--- src/rtl/regsched_pkg.sv ---
// Package: shared unit encoding and a constant helper for the write-port
// scheduler. Assumes exactly four functional unit classes.
package regsched_pkg;

    typedef enum logic [1:0] {
        UNIT_XFER = 2'd0,
        UNIT_AADD = 2'd1,
        UNIT_SADD = 2'd2,
        UNIT_AMUL = 2'd3
    } unit_e;

    // Largest of four latencies, used to size the delivery timeline.
    function automatic int max_of4(input int a, input int b, input int c, input int d);
        int m;
        m = a;
        if (b > m) m = b;
        if (c > m) m = c;
        if (d > m) m = d;
        return m;
    endfunction

endpackage

--- src/rtl/rs_lat_decode.sv ---
// Module: maps a unit selector to its fixed result latency and tells whether
// the unit reads a second operand. Assumes all latencies are >= 1.
module rs_lat_decode
    import regsched_pkg::*;
#(
    parameter int LAT_XFER = 1,
    parameter int LAT_AADD = 2,
    parameter int LAT_SADD = 3,
    parameter int LAT_AMUL = 6,
    parameter int LAT_W    = 3
) (
    input  logic [1:0]       unit_sel,
    output logic [LAT_W-1:0] lat,
    output logic             reads_src1
);

    // Decode the unit code into latency and operand count.
    always_comb begin
        reads_src1 = 1'b1;
        unique case (unit_e'(unit_sel))
            UNIT_XFER: begin
                lat        = LAT_W'(LAT_XFER);
                reads_src1 = 1'b0;
            end
            UNIT_AADD: lat = LAT_W'(LAT_AADD);
            UNIT_SADD: lat = LAT_W'(LAT_SADD);
            UNIT_AMUL: lat = LAT_W'(LAT_AMUL);
            default:   lat = LAT_W'(LAT_XFER);
        endcase
    end

endmodule

--- src/rtl/rs_wb_timeline.sv ---
// Module: delivery timeline for the single write port. Slot k holds a write
// that lands k cycles after the current one; slot 0 drives the strobe.
// Assumes the caller never books an occupied slot and books with 1 <= lat <= MAX_LAT.
module rs_wb_timeline #(
    parameter int MAX_LAT = 6,
    parameter int IDX_W   = 3,
    parameter int LAT_W   = 3
) (
    input  logic               clk,
    input  logic               rst_n,
    input  logic               book_en,
    input  logic [LAT_W-1:0]   book_lat,
    input  logic [IDX_W-1:0]   book_dst,
    output logic [MAX_LAT-1:0] slot_busy,
    output logic               wb_valid,
    output logic [IDX_W-1:0]   wb_idx
);

    logic [MAX_LAT-1:0] busy_q;
    logic [IDX_W-1:0]   dst_q [MAX_LAT];

    for (genvar k = 0; k < MAX_LAT; k++) begin : g_slot
        if (k == MAX_LAT - 1) begin : g_top
            // Top slot: only a fresh booking of the longest latency fills it.
            always_ff @(posedge clk) begin
                if (!rst_n) begin
                    busy_q[k] <= 1'b0;
                    dst_q[k]  <= '0;
                end else if (book_en && book_lat == LAT_W'(k + 1)) begin
                    busy_q[k] <= 1'b1;
                    dst_q[k]  <= book_dst;
                end else begin
                    busy_q[k] <= 1'b0;
                end
            end
        end else begin : g_mid
            // Lower slots: take a fresh booking or advance from the slot above.
            always_ff @(posedge clk) begin
                if (!rst_n) begin
                    busy_q[k] <= 1'b0;
                    dst_q[k]  <= '0;
                end else if (book_en && book_lat == LAT_W'(k + 1)) begin
                    busy_q[k] <= 1'b1;
                    dst_q[k]  <= book_dst;
                end else begin
                    busy_q[k] <= busy_q[k+1];
                    dst_q[k]  <= dst_q[k+1];
                end
            end
        end
    end

    assign slot_busy = busy_q;
    assign wb_valid  = busy_q[0];
    assign wb_idx    = dst_q[0];

    // every booking asks for a latency the timeline can hold.
    assert_lat_range_R2: assert property (@(posedge clk) disable iff (!rst_n)
        book_en |-> (book_lat != '0 && int'(book_lat) <= MAX_LAT));

    // a booking appears in the slot matching its latency one cycle later.
    assert_book_lands_R2: assert property (@(posedge clk) disable iff (!rst_n)
        book_en |=> busy_q[$past(book_lat) - 1'b1]);

endmodule

--- src/rtl/rs_resv_table.sv ---
// Module: one reservation bit per register. Set on issue of a writer,
// cleared at the edge that ends its write-back cycle. Assumes set and clear
// never name the same register in one cycle.
module rs_resv_table #(
    parameter int NREG  = 8,
    parameter int IDX_W = 3
) (
    input  logic             clk,
    input  logic             rst_n,
    input  logic             set_en,
    input  logic [IDX_W-1:0] set_idx,
    input  logic             clr_en,
    input  logic [IDX_W-1:0] clr_idx,
    output logic [NREG-1:0]  resv
);

    for (genvar i = 0; i < NREG; i++) begin : g_bit
        // Track whether register i awaits a pending result.
        always_ff @(posedge clk) begin
            if (!rst_n)
                resv[i] <= 1'b0;
            else if (set_en && set_idx == IDX_W'(i))
                resv[i] <= 1'b1;
            else if (clr_en && clr_idx == IDX_W'(i))
                resv[i] <= 1'b0;
        end
    end

    // a register is never reserved twice.
    assert_no_double_reserve_R5: assert property (@(posedge clk) disable iff (!rst_n)
        set_en |-> !resv[set_idx]);

    // a write-back always retires an outstanding reservation.
    assert_clear_matches_R7: assert property (@(posedge clk) disable iff (!rst_n)
        clr_en |-> resv[clr_idx]);

endmodule

--- src/rtl/regport_sched.sv ---
// Module: top of the write-port scheduler. Grants issue when sources and
// destination are free and the result's arrival cycle is unbooked, then books
// the timeline and reserves the destination. Assumes the issue stage drops or
// holds a refused request on its own.
module regport_sched
    import regsched_pkg::*;
#(
    parameter int NREG     = 8,
    parameter int LAT_XFER = 1,
    parameter int LAT_AADD = 2,
    parameter int LAT_SADD = 3,
    parameter int LAT_AMUL = 6,
    parameter int IDX_W    = $clog2(NREG)
) (
    input  logic             clk,
    input  logic             rst_n,
    input  logic             req_valid,
    input  logic [1:0]       req_unit,
    input  logic [IDX_W-1:0] req_src0,
    input  logic [IDX_W-1:0] req_src1,
    input  logic [IDX_W-1:0] req_dst,
    output logic             issue_grant,
    output logic             wb_valid,
    output logic [IDX_W-1:0] wb_idx
);

    localparam int MAX_LAT = max_of4(LAT_XFER, LAT_AADD, LAT_SADD, LAT_AMUL);
    localparam int LAT_W   = $clog2(MAX_LAT + 1);
    localparam int EXT_W   = 1 << LAT_W;

    logic [LAT_W-1:0]   lat;
    logic               reads_src1;
    logic [MAX_LAT-1:0] slot_busy;
    logic [EXT_W-1:0]   busy_ext;
    logic [NREG-1:0]    resv;
    logic               src_hold, dst_hold, port_clash;

    rs_lat_decode #(
        .LAT_XFER(LAT_XFER), .LAT_AADD(LAT_AADD),
        .LAT_SADD(LAT_SADD), .LAT_AMUL(LAT_AMUL), .LAT_W(LAT_W)
    ) u_dec (
        .unit_sel   (req_unit),
        .lat        (lat),
        .reads_src1 (reads_src1)
    );

    rs_wb_timeline #(.MAX_LAT(MAX_LAT), .IDX_W(IDX_W), .LAT_W(LAT_W)) u_tl (
        .clk       (clk),
        .rst_n     (rst_n),
        .book_en   (issue_grant),
        .book_lat  (lat),
        .book_dst  (req_dst),
        .slot_busy (slot_busy),
        .wb_valid  (wb_valid),
        .wb_idx    (wb_idx)
    );

    rs_resv_table #(.NREG(NREG), .IDX_W(IDX_W)) u_resv (
        .clk     (clk),
        .rst_n   (rst_n),
        .set_en  (issue_grant),
        .set_idx (req_dst),
        .clr_en  (wb_valid),
        .clr_idx (wb_idx),
        .resv    (resv)
    );

    // Widen the timeline so any latency code indexes a defined bit.
    assign busy_ext = {{(EXT_W - MAX_LAT){1'b0}}, slot_busy};

    // Hazard evaluation and grant for the presented request.
    always_comb begin
        src_hold    = resv[req_src0] | (reads_src1 & resv[req_src1]);
        dst_hold    = resv[req_dst];
        // Slot lat holds what will sit in slot lat-1 after this edge.
        port_clash  = busy_ext[lat];
        issue_grant = req_valid & ~src_hold & ~dst_hold & ~port_clash;
    end

    // no grant without a request.
    assert_idle_no_grant_R9: assert property (@(posedge clk) disable iff (!rst_n)
        !req_valid |-> !issue_grant);

    // a granted request never reads a register awaiting its result.
    assert_src_free_R3: assert property (@(posedge clk) disable iff (!rst_n)
        issue_grant |-> !resv[req_src0]);

    // the destination of a granted request is reserved in the next cycle.
    assert_dst_reserved_R5: assert property (@(posedge clk) disable iff (!rst_n)
        issue_grant |=> resv[$past(req_dst)]);

    // the register written by a strobe is free in the next cycle.
    assert_release_after_wb_R7: assert property (@(posedge clk) disable iff (!rst_n)
        wb_valid |=> !resv[$past(wb_idx)]);

    // a strobe only ever writes a register that was reserved for it.
    assert_wb_owned_R10: assert property (@(posedge clk) disable iff (!rst_n)
        wb_valid |-> resv[wb_idx]);

endmodule

--- config.mk ---
export PLATFORM = sky130hd
export DESIGN_NAME = regport_sched
export DESIGN_NICKNAME = d
export VERILOG_FILES = /design/src/rtl/regsched_pkg.sv /design/src/rtl/rs_lat_decode.sv /design/src/rtl/rs_wb_timeline.sv /design/src/rtl/rs_resv_table.sv /design/src/rtl/regport_sched.sv
export SDC_FILE = /design/constraint.sdc
export NUM_CORES = 1
export LEC_CHECK = 0
export BUFFER_PORTS_ARGS = -buffer_cell sky130_fd_sc_hd__buf_2
export CAP_MARGIN = 20
export CELL_PAD_IN_SITES_DETAIL_PLACEMENT = 1
export CELL_PAD_IN_SITES_GLOBAL_PLACEMENT = 1
export CORE_MARGIN = 2
export CORE_UTILIZATION = 37
export DETAILED_ROUTE_END_ITERATION = 10
export GPL_TIMING_DRIVEN = 0
export PLACE_DENSITY = 0.72
export SYNTH_ARGS = -nofsm -noshare
export SYNTH_HDL_FRONTEND = slang
export SYNTH_HIERARCHICAL = 1
export SYNTH_SLANG_ARGS = --single-unit
--- constraint.sdc ---
create_clock -name clk -period 6.8 [get_ports clk]
set_input_delay 2.04 -clock clk [delete_from_list [all_inputs] [get_ports clk]]
set_output_delay 2.04 -clock clk [all_outputs]
set_load 0.005 [all_outputs]
==> impl_metrics.ini, run 1 <==
[run_status]
status = completed

[cts]
post-cts-setup-buffers = 0
ctsHoldBuffers = 0
cts_made_buffers = 5
root_buffer = clkbuf_8
cts_tree = built
cts_num_sinks = 32
clk_latency_ns = 0.28
clk_pin_slew_ns = 0.07
cts_htree_levels = 2
clock_path_buffers = 2
cts.repair.resized = 0

[synthesis]
synth.top_cells.by_count = nand2_1 (27), edfxtp_1 (18), mux2i_1 (16), dfxtp_1 (14), inv_1 (9)
syn_area_um2 = 1747
synth-main-ff-cell = edfxtp_1
ys_seq_area_share_pct = 46.99
ys_ff_latch = 32
yosys-top-cells-area = edfxtp_1 (31%), dfxtp_1 (16%), mux2i_1 (9.2%)
netlist_instances = 147
yosysTopAreaCellShare_pct = 30.95
yosysWarningCount = 6
ys_types = 30
synth_edf_count = 18
yosysTopAreaCell = edfxtp_1
synth_most_common_cell = nand2_1
syn_avg_cell_area_um2 = 11.88
async_flop_share_pct = 0

[sta]
fmax_ghz = 0.1627
hold_viol = 0
fin_worst_skew_ns = 0.004309
tns_ns = 0
drv_slew = 0
rsz0062_at_grt = no
worst_pin_slew_ns = 0.9217
setup_viol = 0
max_slew_margin_pct = 38.44
finalCriticalPeriod_ns = 6.146
finalCritPeriodShare_pct = 90.39

[worst_setup_path]
path_cells = buf_2 -> mux4_2 -> mux2i_1 -> o2111ai_1 -> a211oi_2 -> buf_2
cpPeakStageDelay_ns = 0.74
endpoint_kind = primary output
worstRegToRegCells = 5
crit_arrival_ns = 4.11
cp.required_ns = 4.76
cp_slowest_cell = a211oi_2
r2r_setup_slack_ns = 3.87
cp_max_fo = 15
setup.worst_path.start_class = input port
criticalPathCategory = input port to primary output
cpMostUsedCell = buf_2

[routing]
firstDrtPassIters = 4
vias_per_cell = 5.406
antenna_left = 0
drt-initial-drc-count = 86
vias = 1292
drcViolationCount = 0
wl_mm = 3.985
post_drt_wl_per_cell_um = 16.67

[global_route]
use_met3_pct = 4.558
overflow = 0
grt_use_total_pct = 16.60
grt_pass1_vias = 1327
antenna_found_initial = 0
grt-busiest-layer = met2
met2_usage_pct = 29.09
grt_pass1_wl_mm = 6.458
grt_use_met1_pct = 19.21
grt_max_degree = 16

[cells_and_area]
area_delta_synth_final_pct = 18.27
fin_area_um2 = 2066
final_layout_size_suffix_gt1_share_pct = 25.13
nFillCells = 495
nets = 200
diodes = 0

[placement]
io_buffers = 18
place_area_um2 = 1954
dp_hpwl_mm = 3.067
gp_congestion = 0.7892

[floorplanning]
fp.dieArea_um2 = 5286
io_pins = 19
start_util_pct = 39.30
row_count = 24
die_h_um = 72.71
core_region_area_um2 = 4444
chipWidth_um = 72.71

[worst_hold_path]
hold_path_class = flop to flop
hold_depth = 2

[pwr]
p_leak_nw = 0.8397
ir_drop_mv = 0.1297
powerDensity_nw_per_um2 = 218.6
total_power_mw = 0.4515

[run]
maxCapViolCount = 0
-- cell type report --
class,instances,area (um2),share of cell area [%]
clock inverter,3,42.54,2.059
multi-input combinational,112,889.6,43.06
timing repair buffer,18,90.09,4.361
clock buffer,5,68.82,3.331
inverter,9,33.78,1.635
buffer,8,55.05,2.665
tap,52,65.06,3.150
sequential,32,820.8,39.73
-- layer usage --
layer / part of all wire (%) / wire [um]
met3: 3.7 / 146
met2: 52 / 2092
met5: 0 / 0
met1: 42 / 1662
met4: 2.1 / 84
-- registers in the layout, indices dropped and copies added, names as in the netlist --
signal	count
u_tl/slot_busy	5
u_resv/resv	8
u_tl/dst_q	18
u_tl/wb_valid	1
-- placed cells by master (no fill, tap or decap), types with 5 or more instances in the layout --
| cell type | n |
|---|---|
| mux2i_1 | 16 |
| dfxtp_1 | 14 |
| nand2_1 | 27 |
| edfxtp_1 | 18 |
| buf_2 | 20 |
| conb_1 | 15 |
| mux4_2 | 5 |
| o22ai_1 | 8 |
| inv_1 | 9 |
| nand4b_1 | 6 |
| clkbuf_8 | 5 |
| buf_4 | 6 |
-- report_power, final --
| part | internal, mW | leakage, nW | total, mW | switching [mW] |
|---|---|---|---|---|
| Sequential | 0.215 | 0.298 | 0.220 | 0.00501 |
| Clock | 0.108 | 0.0541 | 0.178 | 0.0700 |
| Combinational | 0.0236 | 0.487 | 0.0531 | 0.0295 |
| Total | 0.347 | 0.840 | 0.452 | 0.104 |
-- logic make-up (layout without fill, tap and decap cells) --
logic type,after synthesis,count (layout),synth area share (%)
AOI/OAI and AO/OA,15,15,5.946
buffers and inverters,17,43,5.086
DFF,32,32,46.99
muxes,26,26,20.56
other,1,15,0.2147
and+or+nand+nor,56,56,21.20
-- metrics by stage --
stage               hold WS [ns]  cells  worst slack [ns]  util, %
floorplan                 0.4220    161             1.333        -
global placement          0.4372    231            0.7256    43.98
detailed placement        0.4422    231            0.6571    43.98
CTS                       0.4526    239            0.6512    46.48
global route              0.4739    239            0.4949    46.48
finish                    0.4507    239            0.6537    46.48
-- worst paths after layout --
path | end | start
worst max register to register | u_tl/dst_q[1][2] | u_resv/resv[1]
worst min-delay path | u_tl/slot_busy[2] | u_tl/slot_busy[3]
worst min register to register | u_tl/slot_busy[2] | u_tl/slot_busy[3]
worst max-delay path | issue_grant | req_dst[0]
-- worst max-delay path: cells and delay by family --
family                 cells  cell delay [ns]
buffers and inverters      2             0.47
AO/OA/AOI/OAI              2             0.89
multiplexers               2             0.69
Note: power is estimated with default switching activity, not from simulation.
==> run 2: changes to the inputs <==
--- a/config.mk
+++ b/config.mk
@@ -14,6 +14,7 @@
 export DETAILED_ROUTE_END_ITERATION = 10
 export GPL_TIMING_DRIVEN = 0
 export PLACE_DENSITY = 0.72
+export REMOVE_ABC_BUFFERS = 1
 export SYNTH_ARGS = -nofsm -noshare
 export SYNTH_HDL_FRONTEND = slang
 export SYNTH_HIERARCHICAL = 1
==> impl_metrics.ini, run 2 (synthesized netlist as in run 1, its figures left out) <==
[run_status]
status = completed

[cts]
cts_num_sinks = 32
cts_htree_levels = 2
clk_pin_slew_ns = 0.08
cts.repair.resized = 0
cts_tree = built
post-cts-setup-buffers = 0
clk_latency_ns = 0.29
root_buffer = clkbuf_8
clock_path_buffers = 2
cts_made_buffers = 5
ctsHoldBuffers = 0

[cells_and_area]
final_cell_mix = nand2_1 (27), buf_2 (18), edfxtp_1 (18), mux2i_1 (16), conb_1 (15)
area_delta_synth_final_pct = 14.04
regMostFlops = u_tl/dst_q
nFillCells = 503
diodes = 0
seq_area_um2 = 820.8
final_layout_size_suffix_gt1_share_pct = 21.79
final_common_cell = nand2_1
largest_reg_flops = 18
nets = 192
multiInputGateArea_um2 = 889.6

[routing]
vias = 1289
post_drt_wl_per_cell_um = 17.39
drcViolationCount = 0
vias_per_cell = 5.580
wl_mm = 4.016
firstDrtPassIters = 4
antenna_left = 0
drt-initial-drc-count = 82

[sta]
setup_viol = 0
tns_ns = 0
fmax_ghz = 0.1608
hold_viol = 0
finalCriticalPeriod_ns = 6.218
fin_worst_skew_ns = 0.007804
worst_pin_slew_ns = 0.9567
rsz0062_at_grt = no
finalCritPeriodShare_pct = 91.44
drv_slew = 0
setup_slack_ns = 0.5821
max_slew_margin_pct = 36.10

[worst_setup_path]
cp.required_ns = 4.76
endpoint_kind = primary output
crit_arrival_ns = 4.18
setup.worst_path.start_class = input port
criticalPathCategory = input port to primary output
cp_max_fo = 15

[pwr]
switchingPower_mw = 0.1125
p_comb_share_pct = 11.3
seq_power_share_pct = 52.9
p_leak_nw = 0.7885
switching_share_pct = 26.74
clock_power_share_pct = 35.8
ir_drop_mv = 0.1381
p_int_mw = 0.3083
powerDensity_nw_per_um2 = 211.2

[run]
maxCapViolCount = 0

[floorplanning]
die_h_um = 72.71
fp.dieArea_um2 = 5286
row_count = 24
core_region_area_um2 = 4444
start_util_pct = 39.30
chipWidth_um = 72.71
io_pins = 19

[placement]
io_buffers = 18
preCtsSetupSlack_ns = 0.6013
gp_congestion = 0.7256
dp_hpwl_mm = 2.922

[global_route]
grt_max_degree = 33
grt_use_total_pct = 16.78
overflow = 0
grt_pass1_wl_mm = 6.727
grt_pass1_vias = 1336
antenna_found_initial = 0

[worst_hold_path]
hold_path_class = flop to flop
## run 2: path summary, 6_finish.rpt
kind	to	depth (start not counted)	slack, ns	startpoint
max	issue_grant	6	0.58	req_dst[0]
min	u_tl/slot_busy[2]	2	0.45	u_tl/slot_busy[3]
max reg2reg	u_tl/dst_q[1][2]	5	3.89	u_resv/resv[2]
min reg2reg	u_tl/slot_busy[2]	2	0.45	u_tl/slot_busy[3]
## run 2: power groups by stage
stage	combinational (mW)	sequential, mW	clock, mW
after floorplan	0.0290	0.224	0
after global placement	0.0452	0.226	0
after detailed placement	0.0475	0.227	0
after CTS	0.0477	0.223	0.156
after global routing	0.0528	0.224	0.167
final	0.0474	0.223	0.151
## run 2: area by class of cell
cell class	instances	area share (%)
multi-input cells	112	44.66
clock inverters	3	1.193
flip-flops and latches	32	41.21
repair buffers	18	4.523
well taps	52	3.266
clock buffers	5	3.455
inverters	9	1.696
## run 2: metal layers
layer / part of all wire [%] / vias up / GRT usage, %
li1: - / 607 / -
met1: 44 / 642 / 20.81
met2: 50 / 31 / 27.98
met3: 3.9 / 9 / 4.696
met4: 2.1 / 0 / 5.967
met5: 0 / - / 0
## run 2: through the flow
| step | cells | total power [mW] | util [%] | hold WS (ns) | cell area (um2) |
|---|---|---|---|---|---|
| 2_1_floorplan | 153 | 0.2531 | - | 0.4220 | 1744 |
| 3_3_place_gp | 223 | 0.2713 | 42.74 | 0.4399 | 1899 |
| 3_5_place_dp | 223 | 0.2746 | 42.74 | 0.4431 | 1899 |
| 4_1_cts | 231 | 0.4259 | 44.82 | 0.4567 | 1992 |
| 5_1_grt | 231 | 0.4439 | 44.82 | 0.4873 | 1992 |
| 6_report | 231 | 0.4208 | 44.82 | 0.4539 | 1992 |
## run 2: worst max-delay path: stages
cell and delay [ns]:
buf_2 0.25, mux4_2 0.54, mux2i_1 0.18, o2111ai_1 0.15, a211oi_2 0.77, buf_2 0.25
==> run 3: changes to the inputs <==
--- a/config.mk
+++ b/config.mk
@@ -9,7 +9,7 @@
 export CAP_MARGIN = 20
 export CELL_PAD_IN_SITES_DETAIL_PLACEMENT = 1
 export CELL_PAD_IN_SITES_GLOBAL_PLACEMENT = 1
-export CORE_MARGIN = 2
+export CORE_MARGIN = 4
 export CORE_UTILIZATION = 37
 export DETAILED_ROUTE_END_ITERATION = 10
 export GPL_TIMING_DRIVEN = 0
==> constraint.sdc (replaced) <==
create_clock -name clk -period 6.8 [get_ports clk]
set_input_delay 2.04 -clock clk [delete_from_list [all_inputs] [get_ports clk]]
set_output_delay 2.04 -clock clk [all_outputs]
set_load 0.02 [all_outputs]
==> impl_metrics.ini, run 3 (synthesized netlist as in run 1, its figures left out) <==
[cts]
clk_pin_slew_ns = 0.07
cts_tree = built
post-cts-setup-buffers = 0
root_buffer = clkbuf_8
clock_path_buffers = 2
ctsHoldBuffers = 0
cts_made_buffers = 5
cts_htree_levels = 2
clk_latency_ns = 0.28
cts_num_sinks = 32
cts.repair.resized = 0

[worst_setup_path]
cp_slowest_cell = a211oi_2
startpoint = req_dst[0]
setup.worst_path.start_class = input port
path_cells = buf_2 -> mux4_2 -> mux2i_1 -> o2111ai_1 -> a211oi_2 -> buf_2
cpMostUsedCell = buf_2
cp.depth = 6
crit_buf_inv = 2
crit_family = compound AO/OA/AOI/OAI gates
cp.required_ns = 4.76
cpPeakStageDelay_ns = 0.78
cp_max_fo = 15
worstRegToRegCells = 5
crit_arrival_ns = 4.24
endpoint_kind = primary output
criticalPathCategory = input port to primary output
r2r-start = u_resv/resv[1]

[pwr]
p_int_mw = 0.3054
switching_share_pct = 25.80
powerDensity_nw_per_um2 = 207.7
seq_power_share_pct = 54.1
total_power_mw = 0.4116
ir_drop_mv = 0.09768
p_leak_nw = 0.7935
p_comb_share_pct = 12.2
switchingPower_mw = 0.1062
clock_power_share_pct = 33.7

[sta]
rsz0062_at_grt = no
finalCritPeriodShare_pct = 92.38
worst_pin_slew_ns = 0.9671
finalCriticalPeriod_ns = 6.282
hold_viol = 0
fin_worst_skew_ns = 0.003414
fmax_ghz = 0.1592
drv_slew = 0
setup_viol = 0
tns_ns = 0
max_slew_margin_pct = 35.41

[cells_and_area]
final_cell_mix = nand2_1 (27), buf_2 (18), edfxtp_1 (18), mux2i_1 (16), conb_1 (15)
diodes = 0
multiInputGateArea_um2 = 889.6
largest_reg_flops = 18
final_layout_size_suffix_gt1_share_pct = 21.23
area_delta_synth_final_pct = 13.47
seq_area_um2 = 820.8
final_common_cell = nand2_1
final_util_pct = 44.30
nFillCells = 495
regMostFlops = u_tl/dst_q
nets = 192

[global_route]
grt_pass1_wl_mm = 6.886
overflow = 0
grt_pass1_vias = 1342
antenna_found_initial = 0
grt_use_total_pct = 14.80
grt_max_degree = 33

[run]
maxCapViolCount = 0

[floorplanning]
io_pins = 19
die_h_um = 76.71
fp.dieArea_um2 = 5884
start_util_pct = 39.04
core_region_area_um2 = 4474
chipWidth_um = 76.71
row_count = 24

[routing]
drcViolationCount = 0
post_drt_wl_per_cell_um = 17.59
wl_mm = 4.064
vias = 1262
antenna_left = 0
firstDrtPassIters = 4
vias_per_cell = 5.463
drt-initial-drc-count = 95

[placement]
gp_congestion = 0.7803
dp_hpwl_mm = 2.950
io_buffers = 18

[run_status]
status = completed

[worst_hold_path]
hold_depth = 2
hold_path_class = flop to flop
worstHoldStart = u_tl/slot_busy[3]
==> run 3: changes by cell type in the layout (fill, tap and decap cells not counted), sizes merged <==
cell,delta
clkinvlp,-2
clkinv,+2
==> run 3: power groups by stage <==
stage	combinational [mW]	sequential [mW]	clock [mW]
3_5_place_dp	0.0501	0.227	0
4_1_cts	0.0504	0.223	0.147
5_1_grt	0.0559	0.224	0.155
6_report	0.0502	0.223	0.139
3_3_place_gp	0.0477	0.226	0
2_1_floorplan	0.0299	0.226	0
==> run 3: layout make-up <==
class                           instances  area share (%)
Timing Repair Buffer                   18           4.545
Sequential cell                        32           41.41
Inverter                                9           1.705
Multi-Input combinational cell        112           44.89
Clock inverter                          3          0.6944
Clock buffer                            5           3.472
Tap cell                               52           3.283
==> run 3: metrics by stage <==
| step | instances | hold WS [ns] | worst slack, ns | area [um2] |
|---|---|---|---|---|
| floorplan | 153 | 0.4220 | 1.161 | 1744 |
| global placement | 223 | 0.4393 | 0.5867 | 1899 |
| detailed placement | 223 | 0.4476 | 0.5120 | 1899 |
| CTS | 231 | 0.4600 | 0.5079 | 1982 |
| global route | 231 | 0.4779 | 0.3061 | 1982 |
| finish | 231 | 0.4554 | 0.5184 | 1982 |
==> run 3: routing by layer <==
metal | wire, um | track usage (%)
met5 | 0 | 0
met2 | 2010 | 24.22
met4 | 86 | 6.522
met3 | 177 | 3.396
met1 | 1790 | 18.61
==> run 3: path summary, 6_finish.rpt <==
kind | slack, ns | to
max | 0.52 | issue_grant
min | 0.46 | u_tl/slot_busy[2]
max reg2reg | 3.87 | u_tl/dst_q[2][1]
min reg2reg | 0.46 | u_tl/slot_busy[2]
==> run 3: worst min-delay path, cell delays in order, from the launching register on <==
cell     delay [ns]
dfxtp_1        0.31
inv_1          0.05
a21oi_1        0.05
